<file path="src/rtl/blk_xlate.sv">
module blk_xlate #(
  parameter int AW   = 32,
  parameter int NENT = 4,
  parameter int MINB = 17,
  parameter int LENW = 11,
  localparam int IW   = $clog2(NENT),
  localparam int EPIW = AW - MINB,
  localparam int UW   = EPIW + LENW + 2,
  localparam int LW   = EPIW + 2
) (
  input  logic          clk,
  input  logic          rst_n,
  input  logic          cfg_we,
  input  logic [IW-1:0] cfg_idx,
  input  logic [UW-1:0] cfg_upper,
  input  logic [LW-1:0] cfg_lower,
  input  logic          relocate,
  input  logic          problem,
  input  logic [1:0]    access,
  input  logic [AW-1:0] ea,
  output logic          hit,
  output logic          fault,
  output logic [AW-1:0] ra
);
  localparam logic [1:0] ACC_WR = 2'b01;
  localparam int PADW = AW - MINB - LENW;

  logic [EPIW-1:0] epi_q [NENT];
  logic [LENW-1:0] len_q [NENT];
  logic            sv_q  [NENT];
  logic            pv_q  [NENT];
  logic [EPIW-1:0] rpn_q [NENT];
  logic [1:0]      pp_q  [NENT];

  always_ff @(posedge clk or negedge rst_n) begin
    if (!rst_n) begin
      for (int i = 0; i < NENT; i++) begin
        epi_q[i] <= '0;
        len_q[i] <= '0;
        sv_q[i]  <= 1'b0;
        pv_q[i]  <= 1'b0;
        rpn_q[i] <= '0;
        pp_q[i]  <= '0;
      end
    end else if (cfg_we) begin
      {epi_q[cfg_idx], len_q[cfg_idx], sv_q[cfg_idx], pv_q[cfg_idx]} <= cfg_upper;
      {rpn_q[cfg_idx], pp_q[cfg_idx]} <= cfg_lower;
    end
  end

  logic [AW-1:0] msk   [NENT];
  logic [NENT-1:0] match;

  for (genvar g = 0; g < NENT; g++) begin : g_ent
    assign msk[g]   = {{PADW{1'b0}}, len_q[g], {MINB{1'b1}}};
    assign match[g] = (problem ? pv_q[g] : sv_q[g]) &&
                      ((ea & ~msk[g]) == {epi_q[g], {MINB{1'b0}}});
  end

  logic [IW-1:0] sel;
  always_comb begin
    sel = '0;
    for (int i = NENT - 1; i >= 0; i--)
      if (match[i]) sel = IW'(i);
  end

  logic          any;
  logic          allow;
  logic [1:0]    pp;
  logic [AW-1:0] ra_blk;

  assign any    = |match;
  assign pp     = pp_q[sel];
  assign allow  = (pp == 2'b10) || ((pp != 2'b00) && (access != ACC_WR));
  assign ra_blk = (ea & msk[sel]) | {rpn_q[sel], {MINB{1'b0}}};

  assign hit   = !relocate || any;
  assign fault = relocate && any && !allow;
  assign ra    = !relocate ? ea : (any && allow) ? ra_blk : '0;
endmodule


</file>
<file path="config.mk">
export PLATFORM = sky130hd
export DESIGN_NAME = blk_xlate
export DESIGN_NICKNAME = d
export VERILOG_FILES = /design/src/rtl/blk_xlate.sv
export SDC_FILE = /design/constraint.sdc
export NUM_CORES = 1
export LEC_CHECK = 0
export BUFFER_PORTS_ARGS = -buffer_cell sky130_fd_sc_hd__buf_2
export CORE_UTILIZATION = 45
export CTS_CLUSTER_DIAMETER = 80
export DETAILED_ROUTE_END_ITERATION = 7
export PLACE_DENSITY_LB_ADDON = 0.12
export SLEW_MARGIN = 0
export SYNTH_ARGS = -nofsm -noshare
export SYNTH_HDL_FRONTEND = slang
export SYNTH_SLANG_ARGS = --single-unit
</file>
<file path="constraint.sdc">
create_clock -name clk -period 3.59 [get_ports clk]
set_input_delay 0 -clock clk [delete_from_list [all_inputs] [get_ports clk]]
set_output_delay 0 -clock clk [all_outputs]
set_load 0.005 [all_outputs]
</file>
; ---- Yosys cells after proc, flatten, opt, wreduce, memory -nomap -nowiden
; Index checks and enable logic that the tools add are counted.
[op_classes]
order_cmp = 3
eq_ne = 6
muxes = 33
bitwise = 12
n_reduce_logical = 15
[op_table]
columns = operator, n
row1 = $and 32x32->32, 5
row2 = $eq 32x32->1, 4
row3 = $mux 32, 4
row4 = $not 28->32, 4
row5 = $bwmux 60, 2
row6 = $bmux 32 s2, 1
row7 = $mux 15, 3
row8 = $bwmux 44, 1
row9 = $or 32x32->32, 1
row10 = $bmux 15 s2, 1
row11 = $demux 15 s2, 1
row12 = $demux 11 s2, 1
row13 = $mux 2, 7
row14 = $mux 11, 1
row15 = $logic_and 1x1->1, 9
row16 = $bwmux 4, 2
row17 = $bwmux 8, 1
row18 = $ge 3x3->1 const B, 2
row19 = $not 2->3, 2
row20 = $mux 1, 5
row21 = $bmux 2 s2, 1
row22 = $demux 2 s2, 1
row23 = $reduce_or 4->1, 1
row24 = $lt 3x1->1 const B, 1
row25 = 6 further kinds, 8
[word_totals]
reg_bits = 180
inputBits = 86

; ---- Logic depth before layout (Yosys ltp)
; Gate-level depths: netlist of run 1.
[depth]
depth_word = 18
depth_mapped = 12
ltp_nobuf = 9

; ---- Least setup slack after synthesis of run 1
; OpenSTA, ideal clock, no wires.
[synth_timing]
path_kind = reg-to-output
from = reg len_q[17] in the netlist's numbering
to = out ra[28]
t_arrival_ns = 2.613
t_required_ns = 3.590
setup_slack_ns = 0.977
path_stages_with_launch = 10
path_buffers = 2
cell_sequence = dfrtp_1 > nor2b_1 > xnor2_1 > nand4_1 > or4_1 > a211oi_4 > buf_2 > buf_2 > mux2_2 > o22ai_1
[synth_between]
elab_chain_len = 17
elab_cells_between_ends = 27
classes_between = eq/ne: 2 / mux: 14 / bitwise: 5 / reduce/logical: 6
[synth_lines]
columns = element, line
row1 = start: declaration, 29  ; logic [LENW-1:0] len_q [NENT];
row2 = start signal: indexed assignment, 46  ; {epi_q[cfg_idx], len_q[cfg_idx], sv_q[cfg_idx], pv_q[cfg_idx]} <= cfg_upper;
row3 = $not 28->32 (*), 57  ; ((ea & ~msk[g]) == {epi_q[g], {MINB{1'b0}}});
row4 = $and 32x32->32 (*), 57
row5 = $eq 32x32->1 (*), 57
row6 = $logic_and 1x1->1 (*), 56  ; assign match[g] = (problem ? pv_q[g] : sv_q[g]) &&
row7 = $mux 2 (3 in a row), 64  ; if (match[i]) sel = IW'(i);
row8 = $not 2->3 (not written as such), "73, 75"
row9 = $bmux 2 s2, 73  ; assign pp = pp_q[sel];
row10 = $mux 2 (not written as such) (2 in a row), 73
row11 = $reduce_bool 2->1, 74  ; assign allow = (pp == 2'b10) || ((pp != 2'b00) && (access != ACC_WR));
row12 = $logic_and 1x1->1, 74
row13 = $logic_or 1x1->1, 74
row14 = $logic_and 1x1->1, 79  ; assign ra = !relocate ? ea : (any && allow) ? ra_blk : '0;
row15 = $mux 32 (*) (2 in a row), 79
row16 = end: declaration, 23  ; output logic [AW-1:0] ra
; Mark *: on every way between the ends. The rest lies on a longest branch, timed or not. The select of a mux whose other input is x is not followed.

; ---- Worst setup path in the final report of run 1
[layout_timing]
from = reg epi_q[11] in the netlist's numbering
to = out ra[22]
[layout_between]
elab_chain_len = 16
elab_cells_between_ends = 26
classes_between = eq/ne: 2 / mux: 15 / bitwise: 3 / reduce/logical: 6
[layout_lines]
columns = element, line
row1 = start: declaration, 28  ; logic [EPIW-1:0] epi_q [NENT];
row2 = start signal: indexed assignment, 46
row3 = $eq 32x32->1 (*), 57
row4 = $logic_and 1x1->1 (*), 56
row5 = $mux 2 (4 in a row), 64
row6 = $not 2->3 (not written as such), "73, 75"
row7 = $bmux 2 s2, 73
row8 = $mux 2 (not written as such) (2 in a row), 73
row9 = $reduce_bool 2->1, 74
row10 = $logic_and 1x1->1, 74
row11 = $logic_or 1x1->1, 74
row12 = $logic_and 1x1->1, 79
row13 = $mux 32 (*) (2 in a row), 79
; Marked as above.

==> results of run 1 <==
-- worst min path at each step --
stage / end / from / slack, ps
5_1_grt: rpn_q[46] / rst_n / 230
3_5_place_dp: rpn_q[46] / rst_n / 90
3_3_place_gp: rpn_q[46] / rst_n / 90
6_report: rpn_q[46] / rst_n / 160
2_1_floorplan: epi_q[0] / rst_n / -300
4_1_cts: rpn_q[46] / rst_n / 200
-- sequential cells by signal, indices dropped and copies added, names as in the netlist --
| name | flops |
|---|---|
| rpn_q | 60 |
| len_q | 44 |
| pv_q | 4 |
| epi_q | 60 |
| pp_q | 8 |
| sv_q | 4 |
-- per-stage QoR --
step	util (%)	setup TNS (ps)	setup slack, ps	area (sq um)	hold slack (ps)
after global routing	57.0	-251	-53.0	11600	233
after CTS	56.4	0	16.7	11400	202
after detailed placement	50.6	0	417	10300	88.5
after global placement	50.6	0	465	10300	90.2
final	57.0	0	88.2	11600	162
after floorplan	-	0	977	9350	-296
-- Yosys cell counts (all sizes together) --
library cell / count
inv: 15
o311a: 1
nand2b: 52
or4b: 1
buf: 18
or2: 1
mux2: 188
o22ai: 4
nand2: 50
a21boi: 1
a311o: 1
clkbuf: 24
nor3b: 2
or3: 2
nor2: 19
nand4: 21
o21bai: 10
and3: 1
nor2b: 45
mux2i: 12
a211oi: 2
or4: 3
nand3: 4
xnor2: 48
a31oi: 2
xor2: 12
o221ai: 10
o21ai: 3
nand4b: 1
and2: 17
dfrtp: 180
nor3: 1
nor4: 9
nand3b: 3
a21oi: 44
-- where the power goes --
part / leakage, nW / total (mW) / internal (mW) / switching [mW]
combinational: 2.58 / 1.24 / 0.656 / 0.588
clock: 0.314 / 2.10 / 1.25 / 0.852
sequential: 2.13 / 2.67 / 2.41 / 0.254
total: 5.03 / 6.01 / 4.32 / 1.69
-- kinds of logic (layout without fill, tap and decap cells) --
group / count (synthesis) / count (layout) / synth area share [%]
simple gates: 232 / 233 / 13.8
compound gates: 78 / 78 / 5.81
mux: 200 / 200 / 23.9
xor+xnor: 60 / 60 / 5.62
buf+inv: 57 / 233 / 2.62
flops: 180 / 180 / 48.2
-- cell type report --
cell class | instances | area, sq um | share of cell area [%]
multi-input cells | 571 | 4720 | 40.7
flip-flops and latches | 180 | 4500 | 38.9
repair buffers | 186 | 1310 | 11.3
clock buffers | 18 | 429 | 3.71
well taps | 270 | 338 | 2.92
clock inverters | 14 | 228 | 1.97
inverters | 15 | 56.3 | 0.486
-- critical path: cells and delay by family, from the launching register on --
kind,cells,cell delay [ps]
AOI/OAI and AO/OA,3,560
xor gates and xnor gates,1,170
buffers and inverters,3,510
DFF,1,390
and+or+nand+nor,3,1440
-- metal layers --
layer | part of all wire (%) | GRT usage, % | up-vias | routed length (um)
met3 | 4.3 | 4.19 | 31 | 1070
met5 | 0 | 0 | - | 0
met2 | 46 | 37.5 | 156 | 11600
li1 | - | - | 3127 | -
met1 | 47 | 34.2 | 3405 | 11900
met4 | 2.3 | 8.13 | 0 | 588
-- timing repair --
action,4_1_cts,5_1_grt
hold buffers,46,0
cloned,1,2
endpoints found under the hold margin,255,0
pin swaps,1,8
resized for setup,0,21
setup endpoints to repair,1,32
buffers inserted,2,2
==> impl_metrics.tcl, run 1 <==
set metrics [dict create \
    status "complete, no violations" \
    dp.cells 1169 \
    final_common_cell "mux2_2" \
    dp_hpwl_mm 16.3 \
    core_sq_um 20300 \
    hold_viol_final 0 \
    root_buffer "clkbuf_16" \
    synth_nets 893 \
    p_leak_nw 5.03 \
    synthTopCellsByArea "dfrtp_1 48%, mux2_2 23%, xnor2_1 4.5%, nand2b_1 3.5%, nor2b_1 3.0%" \
    final.setup_skew_ps 0 \
    route.detailed.drc 0 \
    clkLatencyLatePin_ps 430 \
    portBuffers 119 \
    critPathCapture "ra[22]" \
    grt_pass1_wl_mm 38.9 \
    rrSetupSlack_ps 2780 \
    rows 52 \
    final_cell_mix "187 x mux2_2, 180 x dfrtp_1, 118 x buf_2, 52 x nand2b_1, 50 x nand2_1" \
    die_w_um 146 \
    hp-class "in -> async" \
    grt_usage_pct 24.1 \
    die-area_sq_um 21400 \
    drt.antenna.violating_nets 0 \
    grt_max_degree 78 \
    setup_viol 0 \
    antenna_found_initial 0 \
    area_growth_pct 23.8 \
    powerDensity_nw_per_um2 519 \
    yosys.area.top_type "dfrtp_1" \
    cp.arrival_ps 3500 \
    slew_viol_final 0 \
    worstPathRequired_ps 3590 \
    max_slew_margin_pct 26.5 \
    critPathLaunch "epi_q[11]" \
    post-route-period-util_pct 97.5 \
    n_fill_cell 1782 \
    fin_cells 1254 \
    gp_congestion 0.908 \
    finalPower_mw 6.01 \
    first_pass_iters 6 \
    yosysUniqueCellTypes 45 \
    synth.avg_cell_area_sq_um 11.6 \
    wirelength_mm 25.1 \
    cp-start-kind "flip-flop" \
    clock_path_buffers 2 \
    crit_type "reg -> out" \
    cts.sinks 180 \
    wl_per_cell_um 20.0 \
    die_h_um 146 \
    path_clk_slew_ps 70 \
    viasPerCell 5.36 \
    vias 6719 \
    cap_violations 0 \
    start_util_pct 46.1 \
    syn_inst 807 \
    ir_worst_vdd_v 0.000371 \
    slowest_delay_ps 590 \
    drive_gt1_share_pct 39.9 \
    worst-path-max-fanout 12 \
    yosysSeqAreaShare_pct 48.2 \
    worstPathCellList "xor2_1 > or3_1 > or4_4 > or4_1 > o311a_1 > a31oi_4 > buf_4 > clkbuf_16 > o221ai_1 > buf_2" \
    max_freq_mhz 286 \
    r2r_end "epi_q[25]" \
    rr_worst_depth 1 \
    r2r_start "epi_q[25]" \
    rsz0062_at_grt "true" \
    grt.overflow.total 0 \
    grt_pass1_vias 6654 \
    fin_crit_ps 3500 \
    antenna_cells 0 \
    ys_warn_count 0 \
    numCtsBuffers 17 \
    synth-seq-cells 180 \
    cts_max_level 4 \
    io_pins 120 \
    first_iter_violations 336 \
    critPathSlowestCell "or4_4" \
    max_slew.worst_pin.slew_ps 1100 \
    synth_top_area_share_pct 48.2 \
    cts_tree "yes" \
    end_kind "primary output" \
    synth_area_sq_um 9350 \
    final_nets 1057 \
]
(Power assumes the default switching activity.)
==> inputs of run 2 (changes only) <==
CORE_MARGIN = 5   (was not set)
CORE_UTILIZATION = 30   (was 45)
==> impl_metrics.tcl, run 2 (synthesis results as in run 1) <==
set metrics [dict create \
    vias 6685 \
    max_slew.worst_pin.slew_ps 959 \
    wirelength_mm 28.9 \
    drive_gt1_share_pct 39.6 \
    antenna_found_initial 1 \
    grt_usage_pct 16.4 \
    rrSetupSlack_ps 2760 \
    first_iter_violations 361 \
    final_cell_mix "187 x mux2_2, 180 x dfrtp_1, 118 x buf_2, 52 x nand2b_1, 49 x nand2_1" \
    cp-start-kind "flip-flop" \
    design_area_sq_um 11700 \
    viasPerCell 4.82 \
    final_common_cell "mux2_2" \
    hold_viol_final 0 \
    rows 64 \
    worst-path-max-fanout 6 \
    grt_pass1_wl_mm 44.3 \
    post_dp_cell_area_sq_um 10500 \
    final_nets 1064 \
    hp-class "in -> async" \
    first_pass_iters 4 \
    rsz0062_at_grt "true" \
    cp.arrival_ps 3490 \
    path_clk_slew_ps 80 \
    cts.sinks 180 \
    die_h_um 187 \
    cts_tree "yes" \
    portBuffers 119 \
    core_sq_um 30700 \
    worstPathRequired_ps 3590 \
    fin_crit_ps 3490 \
    gp_congestion 0.813 \
    area_growth_pct 25.5 \
    root_buffer "clkbuf_16" \
    powerDensity_nw_per_um2 501 \
    die_w_um 187 \
    numCtsBuffers 17 \
    antenna_cells 0 \
    max_freq_mhz 286 \
    io_pins 120 \
    cap_violations 0 \
    grt_max_degree 96 \
    grt_pass1_vias 7032 \
    n_fill_cell 3060 \
    final_util_pct 38.3 \
    critPathLaunch "epi_q[11]" \
    reg.largest.list "epi_q: 60 flops, rpn_q: 60 flops, len_q: 44 flops" \
    slew_viol_final 0 \
    post-route-period-util_pct 97.4 \
    grt.overflow.total 0 \
    final.setup_skew_ps 0 \
    cts_max_level 4 \
    p_leak_nw 5.02 \
    max_slew_margin_pct 36.0 \
    finalPower_mw 5.88 \
    route.detailed.drc 0 \
    status "complete, no violations" \
    dp_hpwl_mm 19.5 \
    setup_viol 0 \
    clock_path_buffers 2 \
    pre_cts_ws_ps 399 \
    setup_ws_ps 95.1 \
    clkLatencyLatePin_ps 440 \
    crit_type "reg -> out" \
    die-area_sq_um 34800 \
    end_kind "primary output" \
    r2r_start "pp_q[2]" \
    drt.antenna.violating_nets 0 \
    ir_worst_vdd_v 0.000299 \
    wl_per_cell_um 20.9 \
    start_util_pct 30.5 \
]
[run 2: changes by cell type in the layout (fill, tap and decap cells not counted), sizes merged]
cell      before  now
clkinvlp       2    0
bufinv         5    2
clkbuf        19   22
inv           17   18
clkinv         5    7
buf          139  146
nand2         51   50
[run 2: per-stage QoR]
stage / setup TNS, ps / cells / hold WS (ps)
after floorplan: 0 / 807 / -296
after global placement: 0 / 1300 / 198
after detailed placement: 0 / 1300 / 193
after CTS: 0 / 1380 / 267
after global routing: -10.1 / 1387 / 284
final: 0 / 1387 / 242
[run 2: layout make-up]
type | instances | area (sq um) | share of cell area (%)
Clock buffer | 20 | 457 | 3.89
Multi-Input combinational cell | 570 | 4680 | 39.9
Tap cell | 396 | 495 | 4.22
Timing Repair Buffer | 194 | 1400 | 11.9
Inverter | 15 | 56.3 | 0.480
Clock inverter | 12 | 146 | 1.25
Sequential cell | 180 | 4500 | 38.4
[run 2: worst paths after layout]
| check | end | cells past startpoint |
|---|---|---|
| setup reg to reg | pp_q[2] | 1 |
| max in group asynchronous | rpn_q[50] | 3 |
| setup / recovery | ra[26] | 10 |
| min in group clk | ra[7] | 3 |
| hold reg to reg | rpn_q[4] | 1 |
| hold / removal | rpn_q[31] | 2 |
[run 2: where the power goes]
| part | internal, mW | total [mW] | leakage (nW) | switching, mW |
|---|---|---|---|---|
| registers | 2.41 | 2.66 | 2.13 | 0.250 |
| logic | 0.647 | 1.25 | 2.60 | 0.608 |
| clock network | 1.08 | 1.96 | 0.297 | 0.880 |
| total | 4.14 | 5.88 | 5.02 | 1.74 |
[run 2: per-layer routing]
layer / vias up / track usage (%) / part of all wire, %
met2: 119 / 26.3 / 47
met1: 3394 / 23.1 / 47
met3: 18 / 2.88 / 4.1
met4: 2 / 4.12 / 1.6
met5: - / 0 / 0.045
li1: 3152 / - / -
[run 2: worst max-delay path, cell delays in order (launching register included)]
cell and delay [ps]:
dfrtp_1 400, xor2_1 170, or3_4 390, or4_4 570, or4_1 500, o311a_4 160, a31oi_4 220, buf_4 190
clkbuf_16 170, o221ai_2 120, buf_2 150
[run 2: timing repair]
| item | in CTS | in global routing |
|---|---|---|
| hold buffers | 46 | 0 |
| endpoints found under the hold margin | 273 | 0 |
| resized for setup | 1 | 15 |
| pin swaps | 1 | 5 |
| buffers inserted | 1 | 4 |
| gates cloned | 1 | 3 |
| setup endpoints to repair | 12 | 31 |
==> inputs of run 3 (changes only) <==
BUFFER_PORTS_ARGS = not set   (was -buffer_cell sky130_fd_sc_hd__buf_2)
CORE_UTILIZATION = 40   (was 30)
DONT_BUFFER_PORTS = 1   (was not set)
==> impl_metrics.tcl, run 3 (synthesis results as in run 1) <==
set metrics [dict create \
    status "finished with violations" \
    violations "hold timing" \
    die_w_um 163 \
    worstPathCellList "nand2b_1 > xnor2_1 > nand4b_1 > or4_4 > or4_1 > o311a_1 > a31oi_4 > buf_6 > o21bai_1 > o221ai_1 > buf_4" \
    grt_max_degree 181 \
    hold-worst-slack_ps -736 \
    finalSetupTns_ps 0 \
    rrSetupSlack_ps 2770 \
    wl_met1_mm 11.8 \
    grt_pass1_vias 6716 \
    final_util_pct 46.9 \
    dr_wl_met3_mm 1.27 \
    cp.arrival_ps 3460 \
    die_h_um 163 \
    max_freq_mhz 289 \
    die-area_sq_um 26500 \
    area_growth_pct 16.8 \
    wirelength_mm 26.1 \
    pre_cts_ws_ps 435 \
    reg.largest.list "epi_q: 60 flops, rpn_q: 60 flops, len_q: 44 flops" \
    grt_usage_pct 19.8 \
    max_slew.worst_pin.slew_ps 814 \
    first_pass_iters 4 \
    setup_ws_ps 126 \
    clkLatencyLatePin_ps 430 \
    antenna_found_initial 0 \
    post-route-period-util_pct 96.5 \
    cts_tree "yes" \
    critPathSlowestCell "or4_4" \
    hold_viol_final 180 \
    start_util_pct 40.2 \
    hold_buffers 45 \
    final.setup_skew_ps 0 \
    hp-class "in -> async" \
    root_buffer "clkbuf_16" \
    end_kind "primary output" \
    numCtsBuffers 17 \
    core_sq_um 23300 \
    io_pins 120 \
    cap_violations 0 \
    wl_per_cell_um 22.0 \
    portBuffers 0 \
    met2_length_mm 12.7 \
    drt.antenna.violating_nets 0 \
    clock_path_buffers 2 \
    max_slew_margin_pct 45.7 \
    fin_crit_ps 3460 \
    path_clk_slew_ps 70 \
    powerDensity_nw_per_um2 530 \
    grt.overflow.total 0 \
    final_common_cell "mux2_2" \
    gp_congestion 0.928 \
    final_cell_mix "187 x mux2_2, 180 x dfrtp_1, 52 x nand2b_1, 49 x nand2_1, 45 x dlygate4sd3_1" \
    worst-path-max-fanout 12 \
    top_layer "met4" \
    drive_gt1_share_pct 31.0 \
    cp-start-kind "flip-flop" \
    setup_viol 0 \
    viasPerCell 5.35 \
    design_area_sq_um 10900 \
    ir_worst_vdd_v 0.000299 \
    antenna_cells 0 \
    slew_viol_final 0 \
    cts.sinks 180 \
    rows 56 \
    rr_worst_depth 1 \
    dp_hpwl_mm 17.8 \
    crit_type "reg -> out" \
    worstPathRequired_ps 3590 \
    vias 6340 \
    cts_max_level 4 \
    p_leak_nw 4.48 \
    grt_pass1_wl_mm 40.2 \
    post_dp_cell_area_sq_um 9740 \
    slowest_delay_ps 590 \
    final_nets 938 \
    route.detailed.drc 0 \
    first_iter_violations 274 \
]
-- run 3: area by class of cell --
cell class              count  area, sq um
inverters                  15         56.3
multi-input cells         570         4680
clock inverters            10          145
fillers                  2168        12300
clock buffers              22          474
flip-flops and latches    180         4500
repair buffers             68          661
well taps                 319          399
-- run 3: critical path, delay by kind of cell, from the launching register on --
| kind | cells | cell delay [ps] |
|---|---|---|
| xor gates and xnor gates | 1 | 170 |
| AOI/OAI and AO/OA | 4 | 640 |
| DFF | 1 | 390 |
| buffers and inverters | 2 | 350 |
| and+or+nand+nor | 4 | 1470 |
-- run 3: repair_timing --
action                                  CTS  global route
resized for setup                         1            14
endpoints found under the setup margin   12            30
endpoints found under the hold margin   360           180
pin swaps                                 0             3
gates cloned                              0             1
setup buffers                             0             2
-- run 3: layer usage --
metal,up-vias,global-route usage [%]
li1,2896,-
met1,3279,26.6
met2,139,32.4
met3,26,5.19
met4,0,4.46
met5,-,0
-- run 3: final timing paths --
path,from,to
hold reg to reg,sv_q[0],sv_q[0]
max in group asynchronous,rst_n,rpn_q[3]
hold / removal,rst_n,rpn_q[18]
min in group clk,relocate,hit
setup reg to reg,rpn_q[50],rpn_q[50]
setup / recovery,len_q[6],ra[21]
-- run 3: report_power, final --
part	internal (mW)	switching, mW
Combinational	0.602	0.517
Clock	1.16	0.828
Sequential	2.41	0.263
Total	4.18	1.61
-- run 3: per-stage QoR --
stage          total power, mW  std cells
2_1_floorplan             3.42        807
3_3_place_gp              3.70       1104
4_1_cts                   5.81       1181
3_5_place_dp              3.75       1104
5_1_grt                   6.05       1184
6_report                  5.78       1184
